File: config.mk
export PLATFORM = sky130hd
export DESIGN_NAME = nvm_i2c_writer
export DESIGN_NICKNAME = d
export VERILOG_FILES = /design/src/rtl/nvm_i2c_writer.sv
export SDC_FILE = /design/constraint.sdc
export NUM_CORES = 1
export LEC_CHECK = 0
export BUFFER_PORTS_ARGS = -buffer_cell sky130_fd_sc_hd__buf_4
export CAP_MARGIN = 30
export CELL_PAD_IN_SITES_DETAIL_PLACEMENT = 1
export CELL_PAD_IN_SITES_GLOBAL_PLACEMENT = 2
export CORE_MARGIN = 2
export CORE_UTILIZATION = 37
export DETAILED_ROUTE_END_ITERATION = 16
export PLACE_DENSITY_LB_ADDON = 0.1
export RECOVER_POWER = 50
export SYNTH_ARGS = -nofsm -noshare
export SYNTH_HDL_FRONTEND = slang
export SYNTH_SLANG_ARGS = --single-unit
File: constraint.sdc
create_clock -name clk -period 2.4 [get_ports clk]
set_clock_uncertainty 0.05 [all_clocks]
set_input_delay 0.36 -clock clk [delete_from_list [all_inputs] [get_ports clk]]
set_output_delay 0.36 -clock clk [all_outputs]
set_load 0.05 [all_outputs]
File: src/rtl/nvm_i2c_writer.sv
module nvm_i2c_writer #(
  parameter int         MEM_KBIT   = 2,
  parameter logic [3:0] DEV_PREFIX = 4'b1010
) (
  input  logic       clk,
  input  logic       rst_n,
  input  logic       scl_i,
  input  logic       sda_i,
  input  logic [2:0] strap,
  output logic       sda_oe,
  output logic [9:0] mem_addr,
  output logic [7:0] mem_data,
  output logic       mem_write,
  output logic       mem_we,
  input  logic       mem_busy
);

  localparam logic [2:0] CMP_MASK = (MEM_KBIT >= 8) ? 3'b100 :
                                    (MEM_KBIT == 4) ? 3'b110 : 3'b111;

  typedef enum logic [2:0] {IDLE, RECV, ACK, HOLD, COMMIT, WAIT} st_t;

  st_t        st;
  logic [2:0] scl_sh, sda_sh;
  logic [7:0] sr, lo, dat;
  logic [3:0] bitn;
  logic [1:0] phase, page;

  logic scl_rise, scl_fall, start_det, stop_det, dev_ok, busy;

  assign scl_rise  = scl_sh[1] & ~scl_sh[2];
  assign scl_fall  = ~scl_sh[1] & scl_sh[2];
  assign start_det = scl_sh[1] & scl_sh[2] & ~sda_sh[1] & sda_sh[2];
  assign stop_det  = scl_sh[1] & scl_sh[2] & sda_sh[1] & ~sda_sh[2];
  assign dev_ok    = (sr[7:4] == DEV_PREFIX) && (((sr[3:1] ^ strap) & CMP_MASK) == 3'b000) && !sr[0];
  assign busy      = (st == COMMIT) || (st == WAIT);

  assign mem_addr  = {page, lo};
  assign mem_data  = dat;
  assign mem_we    = (st == COMMIT);
  assign mem_write = 1'b0;

  always_ff @(posedge clk or negedge rst_n) begin
    if (!rst_n) begin
      scl_sh <= 3'b111;
      sda_sh <= 3'b111;
    end else begin
      scl_sh <= {scl_sh[1:0], scl_i};
      sda_sh <= {sda_sh[1:0], sda_i};
    end
  end

  always_ff @(posedge clk or negedge rst_n) begin
    if (!rst_n) begin
      st     <= IDLE;
      sr     <= '0;
      lo     <= '0;
      dat    <= '0;
      bitn   <= '0;
      phase  <= '0;
      page   <= '0;
      sda_oe <= 1'b0;
    end else begin
      case (st)
        COMMIT: st <= WAIT;
        WAIT:   if (!mem_busy) st <= IDLE;
        default: begin
          if (start_det) begin
            st     <= RECV;
            bitn   <= '0;
            phase  <= '0;
            sda_oe <= 1'b0;
          end else if (stop_det) begin
            st     <= (st == HOLD) ? COMMIT : IDLE;
            sda_oe <= 1'b0;
          end else begin
            case (st)
              RECV: begin
                if (scl_rise && bitn < 4'd8) begin
                  sr   <= {sr[6:0], sda_sh[1]};
                  bitn <= bitn + 4'd1;
                end else if (scl_fall && bitn == 4'd8) begin
                  if (phase == 2'd0) begin
                    if (dev_ok) begin
                      sda_oe <= 1'b1;
                      st     <= ACK;
                      page   <= sr[2:1] & ~CMP_MASK[1:0];
                    end else begin
                      st <= IDLE;
                    end
                  end else begin
                    if (phase == 2'd1) lo <= sr;
                    else               dat <= sr;
                    sda_oe <= 1'b1;
                    st     <= ACK;
                  end
                end
              end
              ACK: begin
                if (scl_fall) begin
                  sda_oe <= 1'b0;
                  bitn   <= '0;
                  if (phase == 2'd2) begin
                    st <= HOLD;
                  end else begin
                    phase <= phase + 2'd1;
                    st    <= RECV;
                  end
                end
              end
              default: ;
            endcase
          end
        end
      endcase
    end
  end

endmodule

==> out/summary.json, run 1 <==
{
  "setup_path": {
    "critPathCaptureType": "register",
    "worstPathRequired_ps": 2530,
    "cells_on_worst_reg2reg_path": 5,
    "timing.setup.critical_path_class": "register to register",
    "rr_startpoint": "sda_sh[1]",
    "critical_path_arrival_ps": 2240,
    "reg2reg_slack_ps": 290,
    "setup.worst_path.start_class": "register",
    "regToRegEndpoint": "mem_data[3]",
    "critical_path_peak_fanout": 8
  },
  "synth": {
    "mappedNetlistArea_um2": 1930,
    "dominant_combinational_cell_family_by_area_after_synthesis": "simple AND/OR/NAND/NOR gates",
    "synthTopCellsByArea": "sky130_fd_sc_hd__dfrtp_1 44%, sky130_fd_sc_hd__dfstp_2 8.2%, sky130_fd_sc_hd__mux2_4 6.2%",
    "post_synth_num_cell_types": 43,
    "seq_area_frac_synth_pct": 52.3,
    "share_of_synthesized_area_spent_on_multiplexers_pct": 11.5,
    "synth_seq_cells": 40,
    "synth_adder_area_share_pct": 3.24,
    "yosys.area_share.simple_pct": 16.9,
    "synthXorXnorAreaFrac_pct": 1.82,
    "post_synth_inst_count": 167,
    "yosysTopAreaCell": "sky130_fd_sc_hd__dfrtp_1",
    "share_of_the_synthesized_area_in_the_top_cell_type_pct": 44.1,
    "number_of_enable_type_register_cells_in_the_synthesized_netlist": 0,
    "synth-warning-count": 0,
    "avgSynthCellArea_um2": 11.6,
    "asyncSetResetFlopFracSynth_pct": 100,
    "area_fraction_in_compound_gates_after_synthesis_pct": 9.99,
    "synth_ff_type": "sky130_fd_sc_hd__dfrtp_1"
  },
  "die": {
    "floorplan.io_pins": 29,
    "die-width_um": 76.2,
    "start_util_pct": 38.0,
    "design.die.area_um2": 5810,
    "core_area_um2": 5070,
    "die_h_um": 76.2,
    "placementRows": 26
  },
  "power": {
    "internal-power_mw": 1.37,
    "fraction_of_power_spent_switching_nets_pct": 33.7,
    "vdd.ir_drop.worst_mv": 0.494,
    "power_frac_clock_pct": 28.4,
    "power_density_nw_per_um2": 905,
    "power.sequential.fraction_pct": 45.1,
    "finalPower_mw": 2.07,
    "cellLeakagePower_nw": 1.16,
    "power.net_switching_uw": 698,
    "power.share.combinational_pct": 26.5
  },
  "hold_path": {
    "whs_endpoint": "sda_sh[0]",
    "hp-class": "primary input to register",
    "hold-path-cell-count": 1,
    "holdCritStartpoint": "sda_i"
  },
  "timing": {
    "post_route_clock_period_utilization_pct": 88.0,
    "report.final.setup_viol": 0,
    "report.final.hold_viol_count": 0,
    "report.final.slew_viol_count": 0,
    "timing.final.crit_period_ps": 2110,
    "hold-worst-slack_ps": 125,
    "timing.final.ws_setup_ps": 288,
    "rsz0062_at_grt": "no",
    "final.setup.tns_ps": 0,
    "fmax_mhz": 473,
    "worst_slew_margin_rel_pct": 33.1,
    "worst_slew_pin_slew_ps": 1000
  },
  "placement": {
    "dp.cells": 260,
    "dpl_worst_slack_ps": 326,
    "place_hpwl_mm": 2.99,
    "place_area_um2": 2180,
    "port_buffers": 25,
    "place.gp.congestion": 0.829
  },
  "global_route": {
    "via_count_of_the_first_global_routing_pass": 1489,
    "grtUsageTotal_pct": 15.9,
    "maximum_number_of_pins_on_one_net_before_global_route_repair": 41,
    "antenna_found_initial": 0,
    "global_route_overflow": 0,
    "grt_first_pass_wirelength_mm": 7.38
  },
  "cts": {
    "cts_root_buffer": "sky130_fd_sc_hd__clkbuf_8",
    "cts_tree": "built",
    "clk_pin_slew_ps": 80,
    "cts-root-to-sink-buffers": 2,
    "post_cts_buffers": 0,
    "cts.sink_count": 40,
    "worst_skew_pair.late_latency_ps": 290,
    "number_of_buffers_inserted_for_hold_repair_after_clock_tree_synthesis": 0,
    "resized_after_cts": 0,
    "cts_max_level": 2,
    "tritoncts_buffers": 5
  },
  "route": {
    "drt_drc_violations_left": 0,
    "first_iter_violations": 54,
    "viasPerCell": 4.96,
    "drt_pre_antenna_iters": 4,
    "detailroute.via_count": 1330,
    "route.detailed.wl_per_inst_um": 15.7,
    "routed_wire_length_mm": 4.21,
    "ant_nets": 0
  },
  "final_layout": {
    "insertedDiodeCount": 0,
    "finish.instance_area_um2": 2290,
    "area_growth_pct": 18.6,
    "layout.core_utilization_pct": 45.1,
    "post_route_cells_drive_above_1_share_pct": 30.8,
    "finish.net_count": 210,
    "final-instance-count-excl-fill": 268
  },
  "run_status": {
    "status": "finished, final reports clean"
  },
  "flow_run": {
    "max_cap_viol_count": 0
  }
}
## synthesized netlist by cell type (2+ instances only)
cell,number
sky130_fd_sc_hd__o211ai_1,2
sky130_fd_sc_hd__a21oi_1,3
sky130_fd_sc_hd__inv_1,5
sky130_fd_sc_hd__and4b_1,2
sky130_fd_sc_hd__buf_4,4
sky130_fd_sc_hd__ha_1,5
sky130_fd_sc_hd__nor2b_1,4
sky130_fd_sc_hd__dfstp_2,6
sky130_fd_sc_hd__a21o_1,3
sky130_fd_sc_hd__nor2_1,6
sky130_fd_sc_hd__a22o_1,3
sky130_fd_sc_hd__nand3_1,2
sky130_fd_sc_hd__nand4b_1,2
sky130_fd_sc_hd__o21ai_0,5
sky130_fd_sc_hd__a31oi_1,2
sky130_fd_sc_hd__buf_6,2
sky130_fd_sc_hd__nand2_1,31
sky130_fd_sc_hd__xor2_1,3
sky130_fd_sc_hd__mux2_2,9
sky130_fd_sc_hd__dfrtp_1,34
sky130_fd_sc_hd__nand2b_1,4
sky130_fd_sc_hd__mux2_4,8
sky130_fd_sc_hd__and3b_1,2
## cell type report
cell class	instances	area (µm²)
timing repair buffer	29	204
multi-input combinational	116	848
fill	563	2790
sequential	40	1010
inverter	5	18.8
tap	70	87.6
clock buffer	6	82.6
clock inverter	2	38.8
## worst max-delay path: stages (launching register included)
cell,delay [ps]
sky130_fd_sc_hd__dfstp_1,620
sky130_fd_sc_hd__xnor2_1,210
sky130_fd_sc_hd__o21ai_2,120
sky130_fd_sc_hd__nor3_2,220
sky130_fd_sc_hd__nand2b_1,360
sky130_fd_sc_hd__mux2_4,410
## per-layer routing
| metal | GRT usage (%) | up-vias | wire [µm] |
|---|---|---|---|
| met4 | 5.27 | 0 | 60 |
| li1 | - | 633 | - |
| met1 | 21.3 | 666 | 2030 |
| met2 | 25.8 | 25 | 1980 |
| met5 | 0 | - | 0 |
| met3 | 3.08 | 6 | 137 |
## worst max path at each step
stage               cells after the start       from          end  slack [ps]
finish                                  5  sda_sh[1]  mem_data[3]         290
global route                            5  sda_sh[1]  mem_data[4]         140
CTS                                     5      st[2]  mem_data[7]         310
detailed placement                      5  sda_sh[1]  mem_data[4]         330
global placement                        5  sda_sh[1]  mem_data[6]         400
floorplan                               6  scl_sh[2]  mem_data[0]         680
## state kept, by name, indices dropped and copies added (netlist names)
signal    count
lo            8
mem_data      8
sr            8
bitn          4
scl_sh        3
sda_sh        3
st            3
phase         2
sda_oe        1
## logic make-up after synthesis
family                   count (synthesis)
AO/OA/AOI/OAI                           27
flip-flops                              40
other                                    1
buffers and inverters                   13
multiplexers                            17
adder cells (fa/ha/maj)                  5
XOR/XNOR                                 4
AND/OR/NAND/NOR                         60
## cell usage in the layout, fill, tap and decap left out, types with 4 or more instances in the layout
cell type                  netlist  layout
sky130_fd_sc_hd__mux2_2          9       9
sky130_fd_sc_hd__mux2_4          8       8
sky130_fd_sc_hd__nand2b_1        4       4
sky130_fd_sc_hd__nand2_1        31      31
sky130_fd_sc_hd__clkbuf_8        0       6
sky130_fd_sc_hd__inv_1           5       5
sky130_fd_sc_hd__dfstp_2         6       4
sky130_fd_sc_hd__dfrtp_1        34      34
sky130_fd_sc_hd__o21ai_0         5       5
sky130_fd_sc_hd__buf_4           4      23
sky130_fd_sc_hd__nor2_1          6       6
sky130_fd_sc_hd__nor2b_1         4       4
sky130_fd_sc_hd__ha_1            5       5
## power by group through the flow
| stage | clock network, mW | logic, mW | registers, mW |
|---|---|---|---|
| after floorplan | 0 | 0.471 | 0.865 |
| after global placement | 0 | 0.528 | 0.939 |
| after detailed placement | 0 | 0.553 | 0.951 |
| after CTS | 0.607 | 0.557 | 0.937 |
| after global routing | 0.636 | 0.625 | 0.962 |
| final | 0.589 | 0.549 | 0.933 |
(Power assumes the default switching activity.)
==> run 2, diff against run 1 <==
CELL_PAD_IN_SITES_DETAIL_PLACEMENT = unset   (was 1)
CELL_PAD_IN_SITES_GLOBAL_PLACEMENT = unset   (was 2)
CORE_UTILIZATION = 56   (was 37)
PLACE_DENSITY = 0.79   (was unset)
PLACE_DENSITY_LB_ADDON = unset   (was 0.1)
==> run 2 against run 1 <==
  * Flip-flop and latch count is the same
  * Critical endpoint is now mem_data[4]
  * Maximum frequency up 1.8%
  * Setup slack better by 37 ps
  * Hold slack worse by 58 ps
  * Critical path type unchanged
  * Cell area down 5.1%
==> out/summary.json, run 2 (synthesis gave the netlist of run 1 again) <==
{
  "run_status": {
    "status": {"value": "finished, final reports clean", "change": "unchanged"}
  },
  "route": {
    "viasPerCell": {"value": 5.54, "change": "was 4.96"},
    "routed_wire_length": {"value": 3.64, "unit": "mm", "change": "was 4.21 mm"},
    "route.detailed.wl_per_inst": {"value": 15.1, "unit": "µm", "change": "was 15.7 µm"},
    "first_iter_violations": {"value": 49, "change": "was 54"},
    "drt_drc_violations_left": {"value": 0, "change": "unchanged"},
    "ant_nets": {"value": 0, "change": "unchanged"},
    "drt_pre_antenna_iters": {"value": 4, "change": "unchanged"},
    "detailroute.via_count": {"value": 1336, "change": "was 1,330"}
  },
  "cts": {
    "clk_pin_slew": {"value": 110, "unit": "ps", "change": "was 80 ps"},
    "post_cts_buffers": {"value": 0, "change": "unchanged"},
    "cts_tree": {"value": "built", "change": "unchanged"},
    "cts.sink_count": {"value": 40, "change": "unchanged"},
    "worst_skew_pair.late_latency": {"value": 340, "unit": "ps", "change": "was 290 ps"},
    "cts_root_buffer": {"value": "sky130_fd_sc_hd__clkbuf_4", "change": "was sky130_fd_sc_hd__clkbuf_8"},
    "cts_max_level": {"value": 2, "change": "unchanged"},
    "tritoncts_buffers": {"value": 5, "change": "unchanged"},
    "cts-root-to-sink-buffers": {"value": 2, "change": "unchanged"}
  },
  "timing": {
    "report.final.hold_viol_count": {"value": 0, "change": "unchanged"},
    "report.final.setup_viol": {"value": 0, "change": "unchanged"},
    "final.setup.tns": {"value": 0, "unit": "ps", "change": "unchanged"},
    "post_route_clock_period_utilization": {"value": 86.5, "unit": "%", "change": "was 88.0%"},
    "rsz0062_at_grt": {"value": "no", "change": "unchanged"},
    "report.final.slew_viol_count": {"value": 0, "change": "unchanged"},
    "timing.final.crit_period": {"value": 2080, "unit": "ps", "change": "was 2110 ps"},
    "fmax": {"value": 482, "unit": "MHz", "change": "was 473 MHz"},
    "worst_slew_margin_rel": {"value": 36.1, "unit": "%", "change": "was 33.1%"},
    "worst_slew_pin_slew": {"value": 958, "unit": "ps", "change": "was 1000 ps"},
    "hold-worst-slack": {"value": 67.3, "unit": "ps", "change": "was 125 ps"}
  },
  "placement": {
    "port_buffers": {"value": 25, "change": "unchanged"},
    "place_hpwl": {"value": 2.67, "unit": "mm", "change": "was 2.99 mm"},
    "place_area": {"value": 2130, "unit": "µm²", "change": "was 2180 µm²"},
    "place.gp.congestion": {"value": 0.853, "change": "was 0.829"}
  },
  "power": {
    "vdd.ir_drop.worst": {"value": 0.422, "unit": "mV", "change": "was 0.494 mV"},
    "power_density": {"value": 808, "unit": "nW/µm²", "change": "was 905 nW/µm²"},
    "internal-power": {"value": 1.12, "unit": "mW", "change": "was 1.37 mW"},
    "fraction_of_power_spent_switching_nets": {"value": 36.2, "unit": "%", "change": "was 33.7%"},
    "power.net_switching": {"value": 635, "unit": "µW", "change": "was 698 µW"},
    "power.sequential.fraction": {"value": 54.3, "unit": "%", "change": "was 45.1%"},
    "finalPower": {"value": 1.75, "unit": "mW", "change": "was 2.07 mW"},
    "cellLeakagePower": {"value": 1.12, "unit": "nW", "change": "was 1.16 nW"},
    "power_frac_clock": {"value": 17.7, "unit": "%", "change": "was 28.4%"},
    "power.share.combinational": {"value": 28.0, "unit": "%", "change": "was 26.5%"}
  },
  "final_layout": {
    "insertedDiodeCount": {"value": 0, "change": "unchanged"},
    "layout.filler_cells": {"value": 274, "change": "was 563"},
    "sequential_cell_area": {"value": 1010, "unit": "µm²", "change": "unchanged"},
    "multi_input_comb_area": {"value": 848, "unit": "µm²", "change": "unchanged"},
    "layout_common_cells": {"value": "34 x sky130_fd_sc_hd__dfrtp_1, 31 x sky130_fd_sc_hd__nand2_1, 20 x sky130_fd_sc_hd__buf_4", "change": "was 34 x sky130_fd_sc_hd__dfrtp_1, 31 x sky130_fd_sc_hd__nand2_1, 23 x sky130_fd_sc_hd__buf_4"},
    "final_common_cell": {"value": "sky130_fd_sc_hd__dfrtp_1", "change": "unchanged"},
    "post_route_cells_drive_above_1_share": {"value": 28.7, "unit": "%", "change": "was 30.8%"},
    "finish.net_count": {"value": 208, "change": "was 210"},
    "finish.instance_area": {"value": 2170, "unit": "µm²", "change": "was 2290 µm²"},
    "area_growth": {"value": 12.5, "unit": "%", "change": "was 18.6%"}
  },
  "setup_path": {
    "critPathCaptureType": {"value": "register", "change": "unchanged"},
    "setup.worst_path.start_class": {"value": "register", "change": "unchanged"},
    "critical_path_arrival": {"value": 2260, "unit": "ps", "change": "was 2240 ps"},
    "timing.setup.critical_path_class": {"value": "register to register", "change": "unchanged"},
    "worst_path_dominant_cell_family": {"value": "flip-flops", "change": "unchanged"},
    "crit_path_max_delay_cell_type": {"value": "sky130_fd_sc_hd__dfstp_1", "change": "unchanged"},
    "critical_path_peak_fanout": {"value": 8, "change": "unchanged"},
    "worstPathRequired": {"value": 2580, "unit": "ps", "change": "was 2530 ps"},
    "crit_path_cell_trace": {"value": "xnor2_1 > o21ai_2 > nor3_2 > nand2b_1 > mux2_4", "change": "unchanged"},
    "slowest_delay": {"value": 640, "unit": "ps", "change": "was 620 ps"},
    "critical_path.n_buffers_inverters": {"value": 0, "change": "unchanged"}
  },
  "die": {
    "placementRows": {"value": 21, "change": "was 26"},
    "start_util": {"value": 58.3, "unit": "%", "change": "was 38.0%"},
    "floorplan.io_pins": {"value": 29, "change": "unchanged"},
    "core_area": {"value": 3310, "unit": "µm²", "change": "was 5070 µm²"},
    "die-width": {"value": 62.7, "unit": "µm", "change": "was 76.2 µm"},
    "die_h": {"value": 62.7, "unit": "µm", "change": "was 76.2 µm"},
    "design.die.area": {"value": 3930, "unit": "µm²", "change": "was 5810 µm²"}
  },
  "global_route": {
    "global_route_overflow": {"value": 0, "change": "unchanged"},
    "antenna_found_initial": {"value": 0, "change": "unchanged"},
    "grtUsageTotal": {"value": 21.4, "unit": "%", "change": "was 15.9%"},
    "grt_first_pass_wirelength": {"value": 6.45, "unit": "mm", "change": "was 7.38 mm"},
    "maximum_number_of_pins_on_one_net_before_global_route_repair": {"value": 41, "change": "unchanged"},
    "via_count_of_the_first_global_routing_pass": {"value": 1357, "change": "was 1,489"}
  },
  "hold_path": {
    "hp-class": {"value": "primary input to register", "change": "unchanged"}
  },
  "flow_run": {
    "max_cap_viol_count": {"value": 0, "change": "unchanged"}
  }
}
-- run 2: cell count changes in the layout (fill, tap and decap cells not counted) --
cell / before / now
sky130_fd_sc_hd__clkinv_4: 1 / 0
sky130_fd_sc_hd__clkbuf_4: 2 / 7
sky130_fd_sc_hd__clkinv_2: 0 / 1
sky130_fd_sc_hd__clkbuf_1: 3 / 4
sky130_fd_sc_hd__dlygate4sd3_1: 0 / 1
sky130_fd_sc_hd__bufinv_16: 1 / 0
sky130_fd_sc_hd__clkbuf_8: 6 / 0
sky130_fd_sc_hd__buf_4: 23 / 20
-- run 2: repair_timing --
item	CTS	global route
resized for setup	0	0
hold buffers	1	0
hold endpoints to repair	34	0
setup endpoints to repair	0	0
-- run 2: path summary, 6_finish.rpt --
kind / endpoint / start / cells after the start / slack, ps
max: mem_data[4] / sda_sh[1] / 5 / 320
min: sda_sh[0] / sda_i / 1 / 70
max reg2reg: mem_data[4] / sda_sh[1] / 5 / 320
min reg2reg: scl_sh[1] / scl_sh[0] / 0 / 320
max in group asynchronous: bitn[2] / rst_n / 2 / 1050
min in group asynchronous: st[1] / rst_n / 2 / 650
-- run 2: per-layer routing --
layer  global-route usage [%]  vias up  share of wire (%)
met5                        0        -                  0
met4                     7.78        0                1.2
met3                     7.57        5                5.6
met2                     32.0       33                 49
met1                     28.8      666                 44
li1                         -      632                  -
-- run 2: layout make-up --
class / count / area share, %
Sequential cell: 40 / 46.5
Multi-Input combinational cell: 116 / 39.1
Timing Repair Buffer: 27 / 8.82
Tap cell: 46 / 2.65
Clock buffer: 6 / 1.90
Inverter: 5 / 0.865
Clock inverter: 1 / 0.231
-- run 2: per-stage QoR --
step | std cells | worst slack (ps) | util (%)
global placement | 233 | 448 | 64.3
CTS | 241 | 343 | 66.0
global route | 241 | 124 | 65.6
detailed placement | 233 | 365 | 64.3
floorplan | 169 | 680 | -
finish | 241 | 325 | 65.6
-- run 2: power by group through the flow --
stage / registers, mW / clock network [mW] / logic [mW]
5_1_grt: 0.978 / 0.360 / 0.552
3_5_place_dp: 0.965 / 0 / 0.488
3_3_place_gp: 0.949 / 0 / 0.462
4_1_cts: 0.951 / 0.327 / 0.493
2_1_floorplan: 0.865 / 0 / 0.471
6_report: 0.952 / 0.311 / 0.491
